File: src/rtl/smb_target_pkg.sv
package smb_target_pkg;

   localparam int unsigned SMB_BITS = 8;

   typedef enum logic [2:0] {
      ST_IDLE,
      ST_RX,
      ST_ACK,
      ST_TX,
      ST_TXACK,
      ST_SKIP
   } smb_state_e;

   function automatic int unsigned cnt_w(input int unsigned limit);
      return (limit < 2) ? 1 : $clog2(limit + 1);
   endfunction

endpackage

File: src/rtl/smb_glitch_filter.sv
module smb_glitch_filter #(
   parameter int unsigned FILT_CYCLES = 4,
   parameter bit          MAJORITY    = 1'b0
) (
   input  logic clk,
   input  logic rst_n,
   input  logic raw_i,
   output logic clean_o
);
   import smb_target_pkg::*;

   logic [1:0] sync_q;
   logic       samp;

   always_ff @(posedge clk or negedge rst_n) begin
      if (!rst_n) sync_q <= 2'b11;
      else        sync_q <= {sync_q[0], raw_i};
   end
   assign samp = sync_q[1];

   generate
      if (!MAJORITY) begin : g_count
         localparam int unsigned CW = cnt_w(FILT_CYCLES);
         logic [CW-1:0] run_q;
         logic          out_q;
         always_ff @(posedge clk or negedge rst_n) begin
            if (!rst_n) begin
               run_q <= '0;
               out_q <= 1'b1;
            end else if (samp == out_q) begin
               run_q <= '0;
            end else if (run_q == CW'(FILT_CYCLES - 1)) begin
               run_q <= '0;
               out_q <= samp;
            end else begin
               run_q <= run_q + 1'b1;
            end
         end
         assign clean_o = out_q;
      end else begin : g_vote
         logic [2:0] win_q;
         logic       out_q;
         always_ff @(posedge clk or negedge rst_n) begin
            if (!rst_n) begin
               win_q <= 3'b111;
               out_q <= 1'b1;
            end else begin
               win_q <= {win_q[1:0], samp};
               out_q <= (win_q[0] & win_q[1]) | (win_q[1] & win_q[2]) |
                        (win_q[0] & win_q[2]);
            end
         end
         assign clean_o = out_q;
      end
   endgenerate

endmodule

File: src/rtl/smb_low_timer.sv
module smb_low_timer #(
   parameter int unsigned TMO_CYCLES = 425000
) (
   input  logic clk,
   input  logic rst_n,
   input  logic scl_i,
   output logic expire_o
);
   import smb_target_pkg::*;

   localparam int unsigned CW = cnt_w(TMO_CYCLES);

   logic [CW-1:0] low_q;
   logic          exp_q;

   always_ff @(posedge clk or negedge rst_n) begin
      if (!rst_n) begin
         low_q <= '0;
         exp_q <= 1'b0;
      end else begin
         exp_q <= !scl_i && (low_q == CW'(TMO_CYCLES - 1));
         if (scl_i)                        low_q <= '0;
         else if (low_q != CW'(TMO_CYCLES)) low_q <= low_q + 1'b1;
      end
   end

   assign expire_o = exp_q;

endmodule

File: src/rtl/smb_frame_engine.sv
module smb_frame_engine #(
   parameter logic [6:0] DEV_ADDR    = 7'h58,
   parameter logic [7:0] SUP_CMD_MAX = 8'h9F
) (
   input  logic       clk,
   input  logic       rst_n,
   input  logic       scl_i,
   input  logic       sda_i,
   input  logic       abort_i,
   input  logic [7:0] rd_data_i,
   output logic       sda_low_o,
   output logic       wr_valid_o,
   output logic       wr_is_cmd_o,
   output logic [7:0] wr_data_o,
   output logic       rd_take_o,
   output logic       reject_o
);
   import smb_target_pkg::*;

   localparam logic [3:0] LAST_BIT = 4'(SMB_BITS);

   smb_state_e state_q;
   logic       scl_q, sda_q;
   logic [3:0] bits_q;
   logic [7:0] shreg_q, txreg_q, wdata_q;
   logic       in_addr_q, first_q, rw_q, more_q, ack_low_q;
   logic       wvalid_q, wcmd_q, take_q, reject_q;
   logic       scl_rise, scl_fall, start_det, stop_det;

   always_ff @(posedge clk or negedge rst_n) begin
      if (!rst_n) begin
         scl_q <= 1'b1;
         sda_q <= 1'b1;
      end else begin
         scl_q <= scl_i;
         sda_q <= sda_i;
      end
   end

   assign scl_rise  = scl_i & ~scl_q;
   assign scl_fall  = ~scl_i & scl_q;
   assign start_det = scl_i & scl_q & sda_q & ~sda_i;
   assign stop_det  = scl_i & scl_q & ~sda_q & sda_i;

   always_ff @(posedge clk or negedge rst_n) begin
      if (!rst_n) begin
         state_q   <= ST_IDLE;
         bits_q    <= '0;
         shreg_q   <= '0;
         txreg_q   <= '0;
         wdata_q   <= '0;
         in_addr_q <= 1'b0;
         first_q   <= 1'b0;
         rw_q      <= 1'b0;
         more_q    <= 1'b0;
         ack_low_q <= 1'b0;
         wvalid_q  <= 1'b0;
         wcmd_q    <= 1'b0;
         take_q    <= 1'b0;
         reject_q  <= 1'b0;
      end else begin
         wvalid_q <= 1'b0;
         take_q   <= 1'b0;
         reject_q <= 1'b0;
         if (abort_i) begin
            state_q   <= ST_IDLE;
            ack_low_q <= 1'b0;
         end else if (start_det) begin
            state_q   <= ST_RX;
            bits_q    <= '0;
            in_addr_q <= 1'b1;
            first_q   <= 1'b1;
            ack_low_q <= 1'b0;
         end else if (stop_det) begin
            state_q   <= ST_IDLE;
            ack_low_q <= 1'b0;
         end else begin
            case (state_q)
               ST_RX: begin
                  if (scl_rise && bits_q != LAST_BIT) begin
                     shreg_q <= {shreg_q[6:0], sda_i};
                     bits_q  <= bits_q + 1'b1;
                  end else if (scl_fall && bits_q == LAST_BIT) begin
                     bits_q <= '0;
                     if (in_addr_q) begin
                        if (shreg_q[7:1] == DEV_ADDR) begin
                           rw_q      <= shreg_q[0];
                           ack_low_q <= 1'b1;
                           state_q   <= ST_ACK;
                        end else begin
                           state_q <= ST_SKIP;
                        end
                     end else begin
                        wvalid_q <= 1'b1;
                        wdata_q  <= shreg_q;
                        wcmd_q   <= first_q;
                        first_q  <= 1'b0;
                        if (first_q && shreg_q > SUP_CMD_MAX) begin
                           reject_q <= 1'b1;
                           state_q  <= ST_SKIP;
                        end else begin
                           ack_low_q <= 1'b1;
                           state_q   <= ST_ACK;
                        end
                     end
                  end
               end
               ST_ACK: begin
                  if (scl_fall) begin
                     ack_low_q <= 1'b0;
                     in_addr_q <= 1'b0;
                     bits_q    <= '0;
                     if (rw_q) begin
                        txreg_q <= rd_data_i;
                        take_q  <= 1'b1;
                        state_q <= ST_TX;
                     end else begin
                        state_q <= ST_RX;
                     end
                  end
               end
               ST_TX: begin
                  if (scl_rise) begin
                     bits_q <= bits_q + 1'b1;
                  end else if (scl_fall) begin
                     if (bits_q == LAST_BIT) state_q <= ST_TXACK;
                     else                    txreg_q <= {txreg_q[6:0], 1'b1};
                  end
               end
               ST_TXACK: begin
                  if (scl_rise) begin
                     more_q <= ~sda_i;
                  end else if (scl_fall) begin
                     if (more_q) begin
                        txreg_q <= rd_data_i;
                        take_q  <= 1'b1;
                        bits_q  <= '0;
                        state_q <= ST_TX;
                     end else begin
                        state_q <= ST_SKIP;
                     end
                  end
               end
               default: ;
            endcase
         end
      end
   end

   assign sda_low_o   = (state_q == ST_TX) ? ~txreg_q[7] : ack_low_q;
   assign wr_valid_o  = wvalid_q;
   assign wr_is_cmd_o = wcmd_q;
   assign wr_data_o   = wdata_q;
   assign rd_take_o   = take_q;
   assign reject_o    = reject_q;

endmodule

File: src/rtl/smb_target.sv
module smb_target #(
   parameter logic [6:0]  DEV_ADDR      = 7'h58,
   parameter logic [7:0]  SUP_CMD_MAX   = 8'h9F,
   parameter int unsigned FILT_CYCLES   = 4,
   parameter bit          FILT_MAJORITY = 1'b0,
   parameter int unsigned TMO_CYCLES    = 425000
) (
   input  logic       clk,
   input  logic       rst_n,
   input  logic       scl_i,
   input  logic       sda_i,
   output logic       scl_drive_low_o,
   output logic       sda_drive_low_o,
   output logic       wr_valid_o,
   output logic       wr_is_cmd_o,
   output logic [7:0] wr_data_o,
   output logic       rd_take_o,
   input  logic [7:0] rd_data_i,
   output logic       cml_err_o,
   input  logic       clr_fault_i
);

   localparam int unsigned N_LINES = 2;

   generate
      if (FILT_CYCLES < 1 || FILT_CYCLES > 1024) begin : g_bad_filt
         $error("smb_target: FILT_CYCLES out of range");
      end
      if (TMO_CYCLES <= 8 * FILT_CYCLES) begin : g_bad_tmo
         $error("smb_target: TMO_CYCLES too small against FILT_CYCLES");
      end
   endgenerate

   logic [N_LINES-1:0] raw_lines, clean_lines;
   logic scl_clean, sda_clean, tmo_expire, cmd_reject, cml_q;

   assign raw_lines = {scl_i, sda_i};

   generate
      for (genvar i = 0; i < N_LINES; i++) begin : g_line
         smb_glitch_filter #(
            .FILT_CYCLES(FILT_CYCLES),
            .MAJORITY   (FILT_MAJORITY)
         ) u_filt (
            .clk    (clk),
            .rst_n  (rst_n),
            .raw_i  (raw_lines[i]),
            .clean_o(clean_lines[i])
         );
      end
   endgenerate

   assign scl_clean = clean_lines[1];
   assign sda_clean = clean_lines[0];

   smb_low_timer #(.TMO_CYCLES(TMO_CYCLES)) u_timer (
      .clk     (clk),
      .rst_n   (rst_n),
      .scl_i   (scl_clean),
      .expire_o(tmo_expire)
   );

   smb_frame_engine #(
      .DEV_ADDR   (DEV_ADDR),
      .SUP_CMD_MAX(SUP_CMD_MAX)
   ) u_frame (
      .clk        (clk),
      .rst_n      (rst_n),
      .scl_i      (scl_clean),
      .sda_i      (sda_clean),
      .abort_i    (tmo_expire),
      .rd_data_i  (rd_data_i),
      .sda_low_o  (sda_drive_low_o),
      .wr_valid_o (wr_valid_o),
      .wr_is_cmd_o(wr_is_cmd_o),
      .wr_data_o  (wr_data_o),
      .rd_take_o  (rd_take_o),
      .reject_o   (cmd_reject)
   );

   always_ff @(posedge clk or negedge rst_n) begin
      if (!rst_n)                         cml_q <= 1'b0;
      else if (tmo_expire || cmd_reject)  cml_q <= 1'b1;
      else if (clr_fault_i)               cml_q <= 1'b0;
   end

   assign cml_err_o       = cml_q;
   assign scl_drive_low_o = 1'b0;

endmodule

File: config.mk
export PLATFORM = sky130hd
export DESIGN_NAME = smb_target
export DESIGN_NICKNAME = d
export VERILOG_FILES = /design/src/rtl/smb_target_pkg.sv /design/src/rtl/smb_glitch_filter.sv /design/src/rtl/smb_low_timer.sv /design/src/rtl/smb_frame_engine.sv /design/src/rtl/smb_target.sv
export SDC_FILE = /design/constraint.sdc
export NUM_CORES = 1
export LEC_CHECK = 0
export BUFFER_PORTS_ARGS = -buffer_cell sky130_fd_sc_hd__buf_2
export CAP_MARGIN = 20
export CORE_MARGIN = 1.5
export CORE_UTILIZATION = 57
export CTS_CLUSTER_SIZE = 30
export DETAILED_ROUTE_END_ITERATION = 12
export PLACE_DENSITY_LB_ADDON = 0.3
export SLEW_MARGIN = 15
export SYNTH_ARGS = -nofsm -noshare
export SYNTH_HDL_FRONTEND = slang
export SYNTH_SLANG_ARGS = --single-unit
File: constraint.sdc
create_clock -name clk -period 2.6 [get_ports clk]
set_input_delay 0.52 -clock clk [delete_from_list [all_inputs] [get_ports clk]]
set_output_delay 0.52 -clock clk [all_outputs]
set_load 0.05 [all_outputs]
==> Word level (Yosys, flattened, before mapping) <==
Index checks and enable logic that the tools add are counted.
{ "op_classes": {"addsub": 4, "order_cmp": 1, "eq_ne": 40, "mux": 88, "bitwise_logic": 19, "n_reduce_logical": 28} }
{ "op_table": {"columns": ["op", "n"], "rows": [
  ["$mux W8", 8],
  ["$mux W3", 19],
  ["$mux W1", 44],
  ["$mux W19", 2],
  ["$mux W4", 9],
  ["$ne A5 B2 Y1 const B", 5],
  ["$pmux W8 S3", 1],
  ["$add A19 B1 Y19 const B", 1],
  ["$eq A19 B19 Y1 const B", 1],
  ["$ne A19 B19 Y1 const B", 1],
  ["$reduce_and A9 Y1", 2],
  ["$pmux W4 S4", 1],
  ["$ne A2 B1 Y1 const B", 7],
  ["$eq A3 B2 Y1 const B", 4],
  ["$ne A3 B1 Y1 const B", 4],
  ["$not A1 Y1", 12],
  ["$pmux W3 S4", 1],
  ["$reduce_and A12 Y1", 1],
  ["$reduce_and A6 Y1", 2],
  ["$reduce_bool A2 Y1", 6],
  ["$ne A5 B5 Y1 const B", 2],
  ["$reduce_and A5 Y1", 2],
  ["$reduce_bool A5 Y1", 2],
  ["$gt A8 B8 Y1 const B", 1],
  ["26 further kinds", 42]
]} }
{ "word_totals": {"ff_bits": 75, "in_bits": 13, "output_inout_bits": 14, "wordCells": 205} }

==> Depth between registers and ports, before layout <==
{ "depth": {"depth_word": 10, "ltp_mapped": 8, "depth_no_buf": 7} }

==> By module <==
Synthesis repeated with hierarchy kept, for this count alone.
{ "hier_totals": {"hier_cells": 328, "hier_area_um2": 3762.4} }
{ "by_module_without_submodules": {"columns": ["mod", "instances", "cells_each", "area_per_inst_um2", "seq_area_each_um2"], "rows": [
  ["smb_frame_engine", 1, 181, 2177.1, 1053.5],
  ["smb_low_timer", 1, 115, 1083.5, 500.5],
  ["smb_glitch_filter at g_line[0].u_filt", 1, 13, 232.7, 153.9],
  ["smb_glitch_filter at g_line[1].u_filt", 1, 13, 220.2, 153.9],
  ["smb_target", 1, 6, 48.8, 25.0]
]} }

==> Least setup slack after synthesis <==
Ideal clock, no wire load.
{ "synth_timing": {"kind": "register to output", "startpoint": "register u_frame.state_q[2]", "endpoint": "output sda_drive_low_o", "arrival_ns": 2.405, "required_ns": 2.080, "setup_slack_ns": -0.325, "stages_incl_launch_ff": 6, "path_buffers": 2, "path_cell_list": "dfrtp_1 > clkbuf_1 > nand2b_1 > or2_2 > clkbuf_1 > o21ai_0"} }
{ "synth_between": {"elab_chain_len": 2} }
{ "synth_rtl": {"columns": ["element", "line_no", "rtl"], "rows": [
  ["start, declared", "smb_frame_engine.sv:22", "smb_state_e state_q;"],
  ["start signal, assigned", "smb_frame_engine.sv:47", "state_q <= ST_IDLE;"],
  ["start signal, assigned", "smb_frame_engine.sv:66", "state_q <= ST_IDLE;"],
  ["start signal, assigned", "smb_frame_engine.sv:69", "state_q <= ST_RX;"],
  ["$eq A3 B2 Y1", "smb_frame_engine.sv:150", "assign sda_low_o = (state_q == ST_TX) ? ~txreg_q[7] : ack_low_q;"],
  ["$mux W1", "smb_frame_engine.sv:150", null],
  ["end, declared", "smb_target.sv:13", "output logic sda_drive_low_o,"]
]} }
Every way passes these cells.

==> Worst setup path in the final report <==
Same ends and word-level chain as after synthesis.

==> results.md <==
- Initial antenna violation count: 0
- Fin util: 0.659
- Hold_buf cts: 0
- Routed WL: 6240 µm
- Synth-to-layout area growth: 11.2%
- TritonCTS clock tree: built
- Post-CTS Setup Bufs: 0
- Antenna diode count: 0
- Top cell type by total area after synthesis: dfrtp_1
- Tot Pwr: 3.07 mW
- Vias in the first global route: 2333
- Setup TNS Final: 0 ns
- RSZ-0062 raised after global routing: no
- Top cells by area, synth: dfrtp_1 (48%), mux2_2 (6.4%), dfstp_2 (6.0%)
- Synthesized instance count: 320
- CTS Sinks: 75
- Wire per inst: 14.5 µm
- Period minus WS final: 2.43 ns
- Die extent in x: 81.5 µm
- Die area: 0.00664 mm²
- Final Max Tran Viols: 0
- Req. time, crit path: 2.08 ns
- Maxcap violations: 0
- Share of the synthesized area in the top cell type: 0.478
- Data arrival time of the worst path: 1.91 ns
- Crit. Startpoint: u_frame.state_q[2]
- Hold Worst Slack: 0.274 ns
- Combinational Power Share: 0.220
- CP peak stage delay: 0.48 ns
- CP Class: reg -> out
- DRC: 0
- Mapped Avg Cell Area: 11.0 µm²
- Final Skew: 0.0123 ns
- Clk slew on worst S/H paths: 0.08 ns
- Core Region: 0.00592 mm²
- Worst Hold Launch: sda_i
- Yosys reg bits: 75
- Nets: 368
- Status: finished clean
- Syn Std Cell Area: 0.00351 mm²
- Clock insertion delay at the later pin of the skew report: 0.35 ns
- Vias per cell: 5.66
- Switching Fraction: 0.320
- Critical path's top delay family: simple AND/OR/NAND/NOR gates
- Final ANT Viol Nets: 0
- First-pass GRT wire length: 10700 µm
- Async set-reset flop share out of synthesis: 1.00
- Port-buffer cells: 25
- Post-Syn Nets: 339
- Final worst path period share: 0.936
- Gr ovfl total: 0
- Register area share after synthesis: 0.538
- CTS root buffer: clkbuf_8
- FP Rows: 28
- Worst Path Buf+Inv: 1
- Rel. slew slack: 0.409
- Synth cell count leaders: dfrtp_1 (67), nor2_1 (29), nand2_1 (22), mux2_2 (20), nand3_1 (17)
- Worst path slowest cell: dfrtp_1
- Post-synth top flop: dfrtp_1
- CP endpoint kind: output pin
- Filler cell count: 459
- Crit-path cells: nand2b_1 > or2_2 > nand2_1 > o21ai_1 > clkbuf_4
- Internal cell power: 2.09 mW
- EDFF count, synth: 0
- Final Hold Vio Count: 0
- Worst-case vdd ir drop: 0.000470 V
- Flop pwr share: 0.493
- Die H: 81.5 µm
- Initial Utilization: 0.593
- Htree depth: 3
- CP max FO: 12
- Cell variety after synth: 48
- Fmax: 411 MHz
- Leakage power: 1.86 nW
- Drt pass-1 iters: 4
- Fraction of layout cells with a size suffix above 1: 0.232
- Tightest Hold Check Type: in -> reg
- CTS Buf Count: 9
- Routability Congestion: 0.885
- Switch Pwr: 983 µW
- Initial DRC count: 155
- Power Dens Cells: 786 mW/mm²
- Clock network power share: 0.287
- Placed wire-length estimate: 4190 µm
- Worst Setup Start Kind: flop
- Most frequent cell after synthesis: dfrtp_1
- Worst-margin pin slew: 0.887 ns
- Vias post-DR: 2430
- Final setup vio count: 0
- Ports: 27
- GRT Util Overall: 0.213
- Clock Path Buffers: 2
- Largest net degree at the start of global routing: 76
- Critical R2R Launch: u_frame.state_q[2]
- Synth Warn #: 0
[metal layers]
layer	vias up	GRT usage	routed length (µm)
li1	1183	-	-
met1	1193	0.294	2980
met2	50	0.330	2950
met3	4	0.0589	269
met4	0	0.0621	47
met5	-	0	0
[path summary, 6_finish.rpt]
| path | cells past startpoint | end | slack [ns] |
|---|---|---|---|
| setup / recovery | 5 | sda_drive_low_o | 0.17 |
| hold reg to reg | 0 | g_line[1].u_filt.sync_q[1] | 0.36 |
| hold / removal | 1 | g_line[0].u_filt.sync_q[0] | 0.27 |
| min in group asynchronous | 1 | u_timer.low_q[17] | 0.29 |
| max in group asynchronous | 1 | u_frame.wr_valid_o | 1.73 |
| setup reg to reg | 6 | u_frame.wr_data_o[4] | 0.39 |
[power by group through the flow]
stage	clock [mW]	sequential [mW]	combinational [mW]
finish	0.880	1.51	0.675
global route	0.953	1.54	0.753
CTS	0.901	1.51	0.677
detailed placement	0	1.53	0.666
global placement	0	1.52	0.652
floorplan	0	1.46	0.552
[sequential cells by signal, indices dropped and copies added (netlist names), 2 cells and up]
signal	cells
u_frame.wr_data_o	8
u_timer.low_q	19
u_frame.shreg_q	8
u_frame.bits_q	4
g_line.u_filt.clean_o	2
u_frame.txreg_q	8
g_line.u_filt.sync_q	4
g_line.u_filt.g_count.run_q	6
u_frame.state_q	3
[through the flow]
stage | area, µm² | setup WS [ns] | instances
after floorplan | 3510 | 0.0571 | 320
after detailed placement | 3710 | 0.429 | 413
after global placement | 3710 | 0.485 | 413
after global routing | 3900 | 0.0209 | 429
final | 3900 | 0.166 | 429
after CTS | 3900 | 0.154 | 429
[cell type report]
type	count	area, µm²	share of cell area
Clock inverter	5	52.6	0.0135
Sequential cell	75	1890	0.483
Timing Repair Buffer	29	160	0.0410
Multi-Input combinational cell	222	1520	0.390
Tap cell	75	93.8	0.0240
Inverter	12	45.0	0.0115
Clock buffer	11	141	0.0362
[worst reg2reg max path, delay by kind of cell, from the launching register on]
family	cells	cell delay, ns
buf+inv	1	0.21
mux	1	0.35
simple gates	4	1.05
flops	1	0.48
[cell usage in the layout, fill, tap and decap left out, types with 4 or more instances in the layout]
cell type  instances
clkbuf_8          10
inv_1             12
xor2_1            14
ha_1               6
nor2b_1            6
xnor2_1            6
o21ai_0           14
nand2_1           22
nand4_1            4
mux2_2            20
nor3_1             8
nand2b_1           6
mux2i_1           11
nand3_1           17
nor2_1            29
a21oi_1            6
nand4b_1           4
dfstp_2            8
buf_4              5
dfrtp_1           67
buf_2             23
[cell families (layout without fill, tap and decap cells)]
logic type | Yosys count | count (layout) | share of synthesized area
other | 1 | 1 | 0.00107
AO/OA/AOI/OAI | 41 | 41 | 0.0756
adder cells (fa/ha/maj) | 6 | 6 | 0.0214
buffers and inverters | 23 | 57 | 0.0285
flip-flops | 75 | 75 | 0.538
XOR/XNOR | 20 | 20 | 0.0499
AND/OR/NAND/NOR | 123 | 123 | 0.190
multiplexers | 31 | 31 | 0.0955
[repair_timing]
item / 4_1_cts / 5_1_grt
endpoints found under the setup margin: 0 / 1
resized for setup: 0 / 1
endpoints found under the hold margin: 0 / 0
Power figures use the tool's default switching activity.
